## src/rtl/lpc_host_pkg.sv

```systemverilog
// Shared phase encoding and LAD codes for the LPC I/O host engine.
// Assumes 4-bit LAD nibbles; the phase values are visible on state_code.
package lpc_host_pkg;

    typedef enum logic [3:0] {
        PH_IDLE   = 4'd0,
        PH_START  = 4'd1,
        PH_CTYPE  = 4'd2,
        PH_ADDR   = 4'd3,
        PH_WDATA  = 4'd4,
        PH_TAR_A  = 4'd5,
        PH_TAR_B  = 4'd6,
        PH_SYNC   = 4'd7,
        PH_RDATA  = 4'd8,
        PH_FTAR_A = 4'd9,
        PH_FTAR_B = 4'd10
    } phase_t;

    localparam logic [3:0] LAD_START_CODE = 4'b0000;
    localparam logic [3:0] LAD_CT_IO_RD   = 4'b0000;
    localparam logic [3:0] LAD_CT_IO_WR   = 4'b0010;
    localparam logic [3:0] LAD_TAR_CODE   = 4'b1111;
    localparam logic [3:0] LAD_SYNC_DONE  = 4'b0000;

endpackage

```

## src/rtl/lpc_host_seq.sv

```systemverilog
// Phase sequencer: walks one I/O read or write cycle phase by phase.
// Assumes ADDR_NIB >= DATA_NIB and that the requests are only looked at in idle.
// Sync waits loop on any nonzero LAD value, with no timeout.
module lpc_host_seq
    import lpc_host_pkg::*;
#(
    parameter int ADDR_NIB = 4,
    parameter int DATA_NIB = 2,
    parameter int CNT_W    = 3
) (
    input  logic             clk,
    input  logic             rst_n,
    input  logic             req_rd,
    input  logic             req_wr,
    input  logic [3:0]       lad_i,
    output phase_t           phase,
    output logic [CNT_W-1:0] nib_idx,
    output logic             is_write,
    output logic             accept
);

    phase_t phase_nx;
    logic   addr_last;
    logic   data_last;

    assign accept    = (phase == PH_IDLE) && (req_rd || req_wr);
    assign addr_last = (nib_idx == CNT_W'(ADDR_NIB - 1));
    assign data_last = (nib_idx == CNT_W'(DATA_NIB - 1));

    // Next-phase selection for the I/O cycle sequence.
    always_comb begin
        phase_nx = phase;
        case (phase)
            PH_IDLE:   if (accept) phase_nx = PH_START;
            PH_START:  phase_nx = PH_CTYPE;
            PH_CTYPE:  phase_nx = PH_ADDR;
            PH_ADDR:   if (addr_last) phase_nx = is_write ? PH_WDATA : PH_TAR_A;
            PH_WDATA:  if (data_last) phase_nx = PH_TAR_A;
            PH_TAR_A:  phase_nx = PH_TAR_B;
            PH_TAR_B:  phase_nx = PH_SYNC;
            PH_SYNC:   if (lad_i == LAD_SYNC_DONE) phase_nx = is_write ? PH_FTAR_A : PH_RDATA;
            PH_RDATA:  if (data_last) phase_nx = PH_FTAR_A;
            PH_FTAR_A: phase_nx = PH_FTAR_B;
            PH_FTAR_B: phase_nx = PH_IDLE;
            default:   phase_nx = PH_IDLE;
        endcase
    end

    // Phase register and per-phase nibble counter.
    always_ff @(posedge clk) begin
        if (!rst_n) begin
            phase   <= PH_IDLE;
            nib_idx <= '0;
        end else begin
            phase   <= phase_nx;
            nib_idx <= (phase_nx != phase) ? '0 : nib_idx + 1'b1;
        end
    end

    // Cycle direction latched on acceptance; write wins a tie.
    always_ff @(posedge clk) begin
        if (!rst_n)      is_write <= 1'b0;
        else if (accept) is_write <= req_wr;
    end


    sync_hold_chk: assert property (@(posedge clk) disable iff (!rst_n)
        (phase == PH_SYNC && lad_i != LAD_SYNC_DONE) |=> (phase == PH_SYNC));


    busy_dir_stable_chk: assert property (@(posedge clk) disable iff (!rst_n)
        (phase != PH_IDLE) |=> $stable(is_write));

endmodule

```

## src/rtl/lpc_host_drive.sv

```systemverilog
// LAD output generator: holds the taken address and data and selects
// the nibble driven in each host-driven phase. The enable is high only
// in the host's own phases.
module lpc_host_drive
    import lpc_host_pkg::*;
#(
    parameter int ADDR_W = 16,
    parameter int DATA_W = 8,
    parameter int CNT_W  = 3
) (
    input  logic              clk,
    input  logic              rst_n,
    input  logic              accept,
    input  logic [ADDR_W-1:0] req_addr,
    input  logic [DATA_W-1:0] req_wdata,
    input  phase_t            phase,
    input  logic              is_write,
    input  logic [CNT_W-1:0]  nib_idx,
    output logic [3:0]        lad_o,
    output logic              lad_oe,
    output logic              frame_n
);

    localparam int ADDR_NIB = ADDR_W / 4;

    logic [ADDR_W-1:0] addr_q;
    logic [DATA_W-1:0] wdata_q;

    // Hold the address and write data of the cycle in progress.
    always_ff @(posedge clk) begin
        if (!rst_n) begin
            addr_q  <= '0;
            wdata_q <= '0;
        end else if (accept) begin
            addr_q  <= req_addr;
            wdata_q <= req_wdata;
        end
    end

    // Nibble and enable selection per phase.
    always_comb begin
        int a_sel;
        int d_sel;
        a_sel   = ADDR_NIB - 1 - int'(nib_idx);
        d_sel   = int'(nib_idx);
        lad_o   = LAD_TAR_CODE;
        lad_oe  = 1'b0;
        frame_n = 1'b1;
        case (phase)
            PH_START: begin
                lad_o   = LAD_START_CODE;
                lad_oe  = 1'b1;
                frame_n = 1'b0;
            end
            PH_CTYPE: begin
                lad_o  = is_write ? LAD_CT_IO_WR : LAD_CT_IO_RD;
                lad_oe = 1'b1;
            end
            PH_ADDR: begin
                lad_o  = addr_q[a_sel*4 +: 4];
                lad_oe = 1'b1;
            end
            PH_WDATA: begin
                lad_o  = wdata_q[d_sel*4 +: 4];
                lad_oe = 1'b1;
            end
            PH_TAR_A: begin
                lad_o  = LAD_TAR_CODE;
                lad_oe = 1'b1;
            end
            default: begin
                lad_o  = LAD_TAR_CODE;
                lad_oe = 1'b0;
            end
        endcase
    end

endmodule

```

## src/rtl/lpc_host_capture.sv

```systemverilog
// Read data assembler: shifts in LAD nibbles low-first during the read
// data phase and publishes the byte on the last nibble. It holds that
// byte otherwise.
module lpc_host_capture #(
    parameter int DATA_W = 8
) (
    input  logic              clk,
    input  logic              rst_n,
    input  logic              cap_en,
    input  logic              cap_last,
    input  logic [3:0]        lad_i,
    output logic [DATA_W-1:0] rdata
);

    logic [DATA_W-1:0] shift_q;
    logic [DATA_W-1:0] shift_nx;

    assign shift_nx = {lad_i, shift_q[DATA_W-1:4]};

    // Nibble shift register and published byte.
    always_ff @(posedge clk) begin
        if (!rst_n) begin
            shift_q <= '0;
            rdata   <= '0;
        end else if (cap_en) begin
            shift_q <= shift_nx;
            if (cap_last) rdata <= shift_nx;
        end
    end


    rdata_hold_chk: assert property (@(posedge clk) disable iff (!rst_n)
        !cap_en |=> $stable(rdata));

endmodule

```

## src/rtl/lpc_io_host.sv

```systemverilog
// LPC I/O cycle host engine top. Ties the sequencer, the LAD driver and
// the read capture together. Assumes the pad tristate sits outside
// (lad_o / lad_oe / lad_i).
module lpc_io_host
    import lpc_host_pkg::*;
#(
    parameter int ADDR_W = 16,
    parameter int DATA_W = 8
) (
    input  logic              clk,
    input  logic              rst_n,
    input  logic [ADDR_W-1:0] req_addr,
    input  logic [DATA_W-1:0] req_wdata,
    input  logic              req_rd,
    input  logic              req_wr,
    input  logic [3:0]        lad_i,
    output logic [3:0]        lad_o,
    output logic              lad_oe,
    output logic              frame_n,
    output logic [DATA_W-1:0] rd_data,
    output logic              ready,
    output logic [3:0]        state_code
);

    localparam int ADDR_NIB = ADDR_W / 4;
    localparam int DATA_NIB = DATA_W / 4;
    localparam int MAX_NIB  = (ADDR_NIB > DATA_NIB) ? ADDR_NIB : DATA_NIB;
    localparam int CNT_W    = $clog2(MAX_NIB + 1);

    phase_t           phase;
    logic [CNT_W-1:0] nib_idx;
    logic             is_write;
    logic             accept;

    lpc_host_seq #(.ADDR_NIB(ADDR_NIB), .DATA_NIB(DATA_NIB), .CNT_W(CNT_W)) u_seq (
        .clk(clk), .rst_n(rst_n), .req_rd(req_rd), .req_wr(req_wr), .lad_i(lad_i),
        .phase(phase), .nib_idx(nib_idx), .is_write(is_write), .accept(accept)
    );

    lpc_host_drive #(.ADDR_W(ADDR_W), .DATA_W(DATA_W), .CNT_W(CNT_W)) u_drive (
        .clk(clk), .rst_n(rst_n), .accept(accept), .req_addr(req_addr),
        .req_wdata(req_wdata), .phase(phase), .is_write(is_write), .nib_idx(nib_idx),
        .lad_o(lad_o), .lad_oe(lad_oe), .frame_n(frame_n)
    );

    lpc_host_capture #(.DATA_W(DATA_W)) u_cap (
        .clk(clk), .rst_n(rst_n), .cap_en(phase == PH_RDATA),
        .cap_last(nib_idx == CNT_W'(DATA_NIB - 1)), .lad_i(lad_i), .rdata(rd_data)
    );

    assign ready      = (phase == PH_IDLE);
    assign state_code = phase;


    frame_start_chk: assert property (@(posedge clk) disable iff (!rst_n)
        !frame_n |-> (lad_oe && lad_o == LAD_START_CODE && !ready));


    frame_single_chk: assert property (@(posedge clk) disable iff (!rst_n)
        !frame_n |=> frame_n);


    ctype_legal_chk: assert property (@(posedge clk) disable iff (!rst_n)
        !frame_n |=> (lad_oe && (lad_o == LAD_CT_IO_RD || lad_o == LAD_CT_IO_WR)));


    tar_release_chk: assert property (@(posedge clk) disable iff (!rst_n)
        (state_code == 4'(PH_TAR_A)) |=> !lad_oe);


    idle_quiet_chk: assert property (@(posedge clk) disable iff (!rst_n)
        ready |-> (frame_n && !lad_oe));

endmodule

```

## config.mk

```make
export PLATFORM = sky130hd
export DESIGN_NAME = lpc_io_host
export DESIGN_NICKNAME = d
export VERILOG_FILES = /design/src/rtl/lpc_host_pkg.sv /design/src/rtl/lpc_host_seq.sv /design/src/rtl/lpc_host_drive.sv /design/src/rtl/lpc_host_capture.sv /design/src/rtl/lpc_io_host.sv
export SDC_FILE = /design/constraint.sdc
export NUM_CORES = 1
export LEC_CHECK = 0
export CORE_MARGIN = 3
export CORE_UTILIZATION = 35
export DETAILED_ROUTE_END_ITERATION = 12
export GPL_ROUTABILITY_DRIVEN = 0
export PLACE_DENSITY = 0.61
export SYNTH_ARGS = -nofsm -noshare
export SYNTH_HDL_FRONTEND = slang
export SYNTH_SLANG_ARGS = --single-unit
```

## constraint.sdc

```tcl
create_clock -name clk -period 1.7 [get_ports clk]
set_input_delay 0.34 -clock clk [delete_from_list [all_inputs] [get_ports clk]]
set_output_delay 0.34 -clock clk [all_outputs]
set_load 0.05 [all_outputs]
```

==> flow_summary_export.csv, run 1 <==
group,metric,value,unit
status,status,"complete, but fails checks",
status,violations,"negative setup slack",
cells_and_area,instances_no_fill,394,
placement,io_buffer_count,50,
synth,ys_ff_latch,44,
cells_and_area,area_growth,51.2,%
synth,synth_ff_type,"dfxtp_1",
timing,hold_viol,0,
floorplanning,die_w,84.2,um
cts,cts_tree,"done",
route,drt_iter0_markers,119,
synth,syn_area,2140,um2
cells_and_area,diodes,0,
floorplanning,num_rows,27,
power_and_ir_drop,power_leakage,1.21,nW
cells_and_area,fill_cells,527,
route,drcViolationCount,0,
route,ant_nets,0,
synth,synthAdderAreaFrac,1.75,%
global_routing,globalRouteTotalUtil,16.3,%
floorplanning,core,5710,um2
timing,tightestPinTransition,0.331,ns
synth,post_synth_num_cell_types,41,
timing,fmax,432,MHz
critical_path,crit_type,"flop to primary output",
flow_run,maxCapViolations,0,
synth,synth-seq-area-share,41.2,%
synth,syn-mean-instance-area,8.63,um2
timing,setup_ws,-0.617,ns
route,vias_per_cell,5.02,
cts,cts_made_buffers,5,
synth,netlist_instances,248,
placement,hpwl,3980,um
cts,hold_buffers,0,
global_routing,antenna_found_initial,0,
timing,drv_slew,0,
timing,clock_skew,0.00375,ns
timing,rsz0062_at_grt,"true",
synth,async_flop_share,0,%
cells_and_area,final_util,56.7,%
synth,yosys_warnings,0,
cts,numClockSinks,44,
cts,root_buffer,"clkbuf_8",
power_and_ir_drop,p_per_area,1010,nW/um2
synth,synthMuxAreaShare,7.95,%
placement,placed_cells,382,
route,vias,1976,
floorplanning,io_pins,51,
timing,hold_slack,0.455,ns
power_and_ir_drop,max-vdd-ir-drop,0.428,mV
critical_path,startpoint_type,"flop",
cts,clk_pin_slew,0.08,ns
global_routing,grt_pass1_wl,9480,um
floorplanning,start_util,37.5,%
synth,synth_top_family_by_area,"simple AND/OR/NAND/NOR gates",
synth,syn-num-nets,283,
synth,synth_edf_count,0,
floorplanning,dieArea,7090,um2
cells_and_area,drive_gt1_share,27.6,%
timing,slew_headroom,77.3,%
cts,ctsLongestPathBuffers,2,
global_routing,grt_pass1_vias,1901,
critical_path,timing.critical_path.arrival,1.98,ns
worst_hold_path,min_path_type,"flop to flop",
cts,clkLatencyLatePin,0.29,ns
route,drt_pre_antenna_iters,4,
synth,synth_xor_area_share,0,%
critical_path,worstPathMaxFanout,4,
cells_and_area,nNetsFinal,358,
cts,htreeDepth,2,
synth,synth_simple_gate_area_share,25.3,%
global_routing,grt_overflow,0,
timing,setup_violations,11,
route,wl_per_cell,14.5,um
route,wl,5690,um
floorplanning,die_y,84.2,um
timing,final.min_clock_period,2.32,ns
power_and_ir_drop,power,3.27,mW
global_routing,grt_max_degree,30,
critical_path,critPathRequiredTime,1.36,ns
timing,period_share,136,%
synth,synth_compound_area_share,19.1,%
critical_path,critPathCaptureType,"primary output",
routing by layer:
metal / track usage (%) / vias up / wire, um
met3: 3.04 / 5 / 176
met5: 0 / - / 0
met4: 4.82 / 0 / 65
met2: 24.3 / 40 / 2650
met1: 23.9 / 917 / 2800
li1: - / 1014 / -
repair_timing:
item,in CTS,in global routing
setup endpoints to repair,23,31
pin swaps,3,1
buffers inserted,6,0
cloned,0,1
gates resized for setup,14,10
final timing paths:
kind,start,to,slack [ns],depth (start not counted)
max,u_seq.phase[0],lad_o[2],-0.62,5
min,u_drive.addr_q[9],u_drive.addr_q[9],0.45,2
max reg2reg,u_seq.nib_idx[1],u_seq.phase[0],-0.05,6
min reg2reg,u_drive.addr_q[9],u_drive.addr_q[9],0.45,2
stage by stage:
| step | setup TNS [ns] | instance area [um2] | setup slack [ns] |
|---|---|---|---|
| floorplan | -8.81 | 2200 | -0.857 |
| global placement | -4.19 | 3010 | -0.317 |
| detailed placement | -4.16 | 3010 | -0.329 |
| CTS | -2.76 | 3170 | -0.624 |
| global route | -3.58 | 3230 | -0.712 |
| finish | -2.81 | 3230 | -0.617 |
critical path, cell delays in order, from the launching register on:
cell	delay, ns
dfxtp_4	0.35
or3b_4	0.40
or4_4	0.47
o211ai_1	0.19
buf_4	0.15
buf_12	0.12
cell families after synthesis:
kind of cell | after synthesis
AND/OR/NAND/NOR | 109
AO/OA/AOI/OAI | 57
flip-flops | 44
buffers and inverters | 23
multiplexers | 12
adder cells (fa/ha/maj) | 3
registers in the layout (all words and copies together), names as in the netlist:
| signal | count |
|---|---|
| u_seq.phase | 4 |
| u_drive.wdata_q | 8 |
| u_seq.is_write | 1 |
| u_seq.nib_idx | 3 |
| u_drive.addr_q | 16 |
| u_cap.rdata | 8 |
| u_cap.shift_q | 4 |
power by group:
group	internal (mW)	switching (mW)
Sequential	1.13	0.0673
Clock	0.363	0.342
Combinational	0.673	0.698
synthesized netlist by cell type, types with 2 or more instances:
cell type	number	area [um2]
nand2_1	65	244
dfxtp_1	44	881
a21boi_0	30	225
nand3_1	13	65.1
clkbuf_1	12	45.0
nor2b_1	9	56.3
mux2i_1	8	80.1
o21ai_0	6	30.0
buf_2	5	25.0
inv_1	5	18.8
mux4_2	4	90.1
nand4b_1	4	35.0
a21boi_1	3	22.5
a21oi_1	3	15.0
ha_1	3	37.5
nor2_1	3	11.3
nor3_1	3	15.0
o31ai_1	3	22.5
o211ai_1	2	15.0
or4_1	2	15.0
final cells by class:
class                   count  area [um2]  area share [%]
clock buffers               6        93.8            2.90
repair buffers             86         885            27.4
flip-flops and latches     44         898            27.8
well taps                  72        90.1            2.79
inverters                   5        18.8           0.580
multi-input cells         181        1250            38.6
cells in the final DEF (no fill, tap or decap), types with 4 or more instances in the layout:
master            n
nor2b_1           8
o21ai_0           5
a21boi_1         24
nand3_1          13
buf_4            40
nand4b_1          4
buf_12           10
a21boi_0          8
inv_1             5
nand2_1          64
clkdlybuf4s50_1  31
mux4_2            4
mux2i_1           8
dfxtp_1          38
clkbuf_8          5
dfxtp_4           4
No activity file was read; power rests on OpenSTA's default activity.
==> run 2, diff against run 1 <==
Settings changed: CORE_UTILIZATION 35 to 40, GPL_ROUTABILITY_DRIVEN 0 to unset, PLACE_DENSITY 0.61 to 0.68.
==> flow_summary_export.csv, run 2 (synthesis results as in run 1) <==
group,metric,value,unit
status,status,"complete, but fails checks",
status,violations,"negative setup slack",
placement,placed_cells,377,
cts,htreeDepth,2,
route,drt_pre_antenna_iters,4,
critical_path,slowest_delay,0.47,ns
worst_hold_path,min_from,"u_drive.addr_q[7]",
cells_and_area,registers.top_by_ff_count,"u_drive.addr_q",
cts,clk_pin_slew,0.08,ns
route,drcViolationCount,0,
floorplanning,dieArea,6260,um2
cells_and_area,layout_commonest_cell,"nand2_1",
critical_path,crit_type,"flop to primary output",
cts,cts_made_buffers,5,
cts,numClockSinks,44,
global_routing,antenna_found_initial,0,
route,vias,1991,
global_routing,grt_pass1_wl,9080,um
cells_and_area,instances_no_fill,389,
critical_path,cpMaxStageDelayCell,"or4_4",
route,drt_iter0_markers,86,
route,wl_per_cell,13.9,um
timing,final.min_clock_period,2.34,ns
timing,fmax,428,MHz
critical_path,startpoint_type,"flop",
timing,hold_viol,0,
power_and_ir_drop,p_sw,1.12,mW
cts,ctsLongestPathBuffers,2,
power_and_ir_drop,combPwrFrac,40.3,%
critical_path,reg2reg_depth,7,
cells_and_area,final_cell_mix,"nand2_1, dfxtp_1, buf_4",
global_routing,grt_overflow,0,
power_and_ir_drop,clockPowerShare,23.7,%
route,ant_nets,0,
route,wl,5410,um
cts,root_buffer,"clkbuf_8",
global_routing,globalRouteTotalUtil,18.1,%
floorplanning,num_rows,25,
timing,tightestPinTransition,0.446,ns
cts,hold_buffers,0,
worst_hold_path,min_path_type,"flop to flop",
floorplanning,core,4940,um2
critical_path,critPathRequiredTime,1.36,ns
power_and_ir_drop,p_per_area,1020,nW/um2
cells_and_area,area_growth,52.4,%
critical_path,timing.critical_path.arrival,2.00,ns
power_and_ir_drop,p_int,2.20,mW
placement,place_ws,-0.326,ns
critical_path,rrSetupSlack,-0.04,ns
cells_and_area,nNetsFinal,356,
worst_hold_path,holdPathEnd,"u_drive.addr_q[7]",
critical_path,path_cells,"or3b_4, or4_4, o211ai_1, buf_12",
cells_and_area,drive_gt1_share,28.0,%
critical_path,critPathCaptureType,"primary output",
placement,io_buffer_count,50,
floorplanning,die_y,79.1,um
timing,rsz0062_at_grt,"true",
critical_path,critical_path.top_delay_family,"simple AND/OR/NAND/NOR gates",
placement,gp_congestion,0.933,
cts,clkLatencyLatePin,0.29,ns
timing,setup_violations,9,
global_routing,grt_pass1_vias,1923,
route,vias_per_cell,5.12,
global_routing,grt_max_degree,25,
timing,slew_headroom,70.0,%
critical_path,timing.rr.start,"u_seq.nib_idx[1]",
floorplanning,die_w,79.1,um
critical_path,crit_buf_inv,1,
cells_and_area,largestRegisters,"u_drive.addr_q (16), u_cap.rdata (8), u_drive.wdata_q (8)",
timing,drv_slew,0,
cells_and_area,largest_reg_flops,16,
power_and_ir_drop,share_seq_of_total_power,36.1,%
cells_and_area,fill_cells,455,
power_and_ir_drop,switching_share,33.7,%
worst_hold_path,holdPathStages,2,
floorplanning,io_pins,51,
critical_path,r2r_end,"u_seq.nib_idx[2]",
cells_and_area,diodes,0,
timing,clock_skew,0.00515,ns
timing,period_share,137,%
critical_path,worstPathMaxFanout,4,
power_and_ir_drop,power_leakage,1.22,nW
floorplanning,start_util,43.3,%
cts,cts_tree,"done",
flow_run,maxCapViolations,0,
power_and_ir_drop,max-vdd-ir-drop,0.565,mV
placement,hpwl,3890,um
timing,setup_ws,-0.637,ns
-- run 2: cell count changes in the layout (fill, tap and decap cells not counted), moves of 2 or more --
| cell | before | now |
|---|---|---|
| buf_4 | 40 | 37 |
| buf_6 | 3 | 6 |
| ha_2 | 2 | 0 |
| nand3_2 | 0 | 2 |
| nand3_1 | 13 | 11 |
| ha_4 | 0 | 2 |
-- run 2: layout make-up --
| class | count | area [um2] | share of cell area [%] |
|---|---|---|---|
| clock buffers | 7 | 108 | 3.30 |
| clock inverters | 1 | 8.76 | 0.269 |
| inverters | 5 | 18.8 | 0.576 |
| multi-input cells | 181 | 1290 | 39.5 |
| flip-flops and latches | 44 | 898 | 27.6 |
| well taps | 67 | 83.8 | 2.57 |
| repair buffers | 84 | 856 | 26.2 |
-- run 2: power groups by stage --
stage / combinational, mW / sequential [mW] / clock [mW]
2_1_floorplan: 0.695 / 1.23 / 0
3_3_place_gp: 1.25 / 1.21 / 0
3_5_place_dp: 1.26 / 1.21 / 0
4_1_cts: 1.30 / 1.20 / 0.808
5_1_grt: 1.43 / 1.21 / 0.860
6_report: 1.33 / 1.20 / 0.784
-- run 2: what timing repair did --
item,4_1_cts,5_1_grt
resized for setup,17,13
endpoints found under the setup margin,20,20
cloned,0,0
buffers inserted,2,2
pin swaps,5,8
-- run 2: per-layer routing --
metal	GRT usage [%]	wire length, um
met4	5.67	85
met3	4.31	214
met5	0	0
met2	29.4	2650
met1	23.9	2470
-- run 2: how the worst max path moves through the flow --
stage | start | endpoint | slack [ns] | depth (start not counted)
after global routing | u_seq.phase[0] | lad_o[2] | -0.69 | 4
after floorplan | u_seq.phase[2] | lad_o[2] | -0.86 | 4
final | u_seq.phase[0] | lad_o[3] | -0.64 | 4
after detailed placement | u_seq.phase[0] | lad_o[3] | -0.33 | 4
after CTS | u_seq.phase[0] | lad_o[3] | -0.65 | 4
after global placement | lad_i[0] | u_seq.phase[0] | -0.32 | 5
-- run 2: worst reg2reg max path, delay by kind of cell (launching register included) --
kind                     cells  cell delay, ns
buffers and inverters        2            0.24
AO/OA/AOI/OAI                1            0.12
flip-flops                   1            0.38
AND/OR/NAND/NOR              2            0.60
adder cells (fa/ha/maj)      2            0.30
-- run 2: per-stage QoR --
| stage | util [%] | instance area, um2 | setup TNS, ns | hold WS (ns) | total power, mW |
|---|---|---|---|---|---|
| after global placement | 60.5 | 2990 | -4.35 | 0.438 | 2.46 |
| final | 66.0 | 3260 | -2.86 | 0.452 | 3.31 |
| after CTS | 64.5 | 3190 | -2.80 | 0.455 | 3.31 |
| after global routing | 66.0 | 3260 | -3.51 | 0.475 | 3.50 |
| after detailed placement | 60.5 | 2990 | -4.25 | 0.443 | 2.47 |
| after floorplan | - | 2200 | -8.81 | 0.432 | 1.93 |
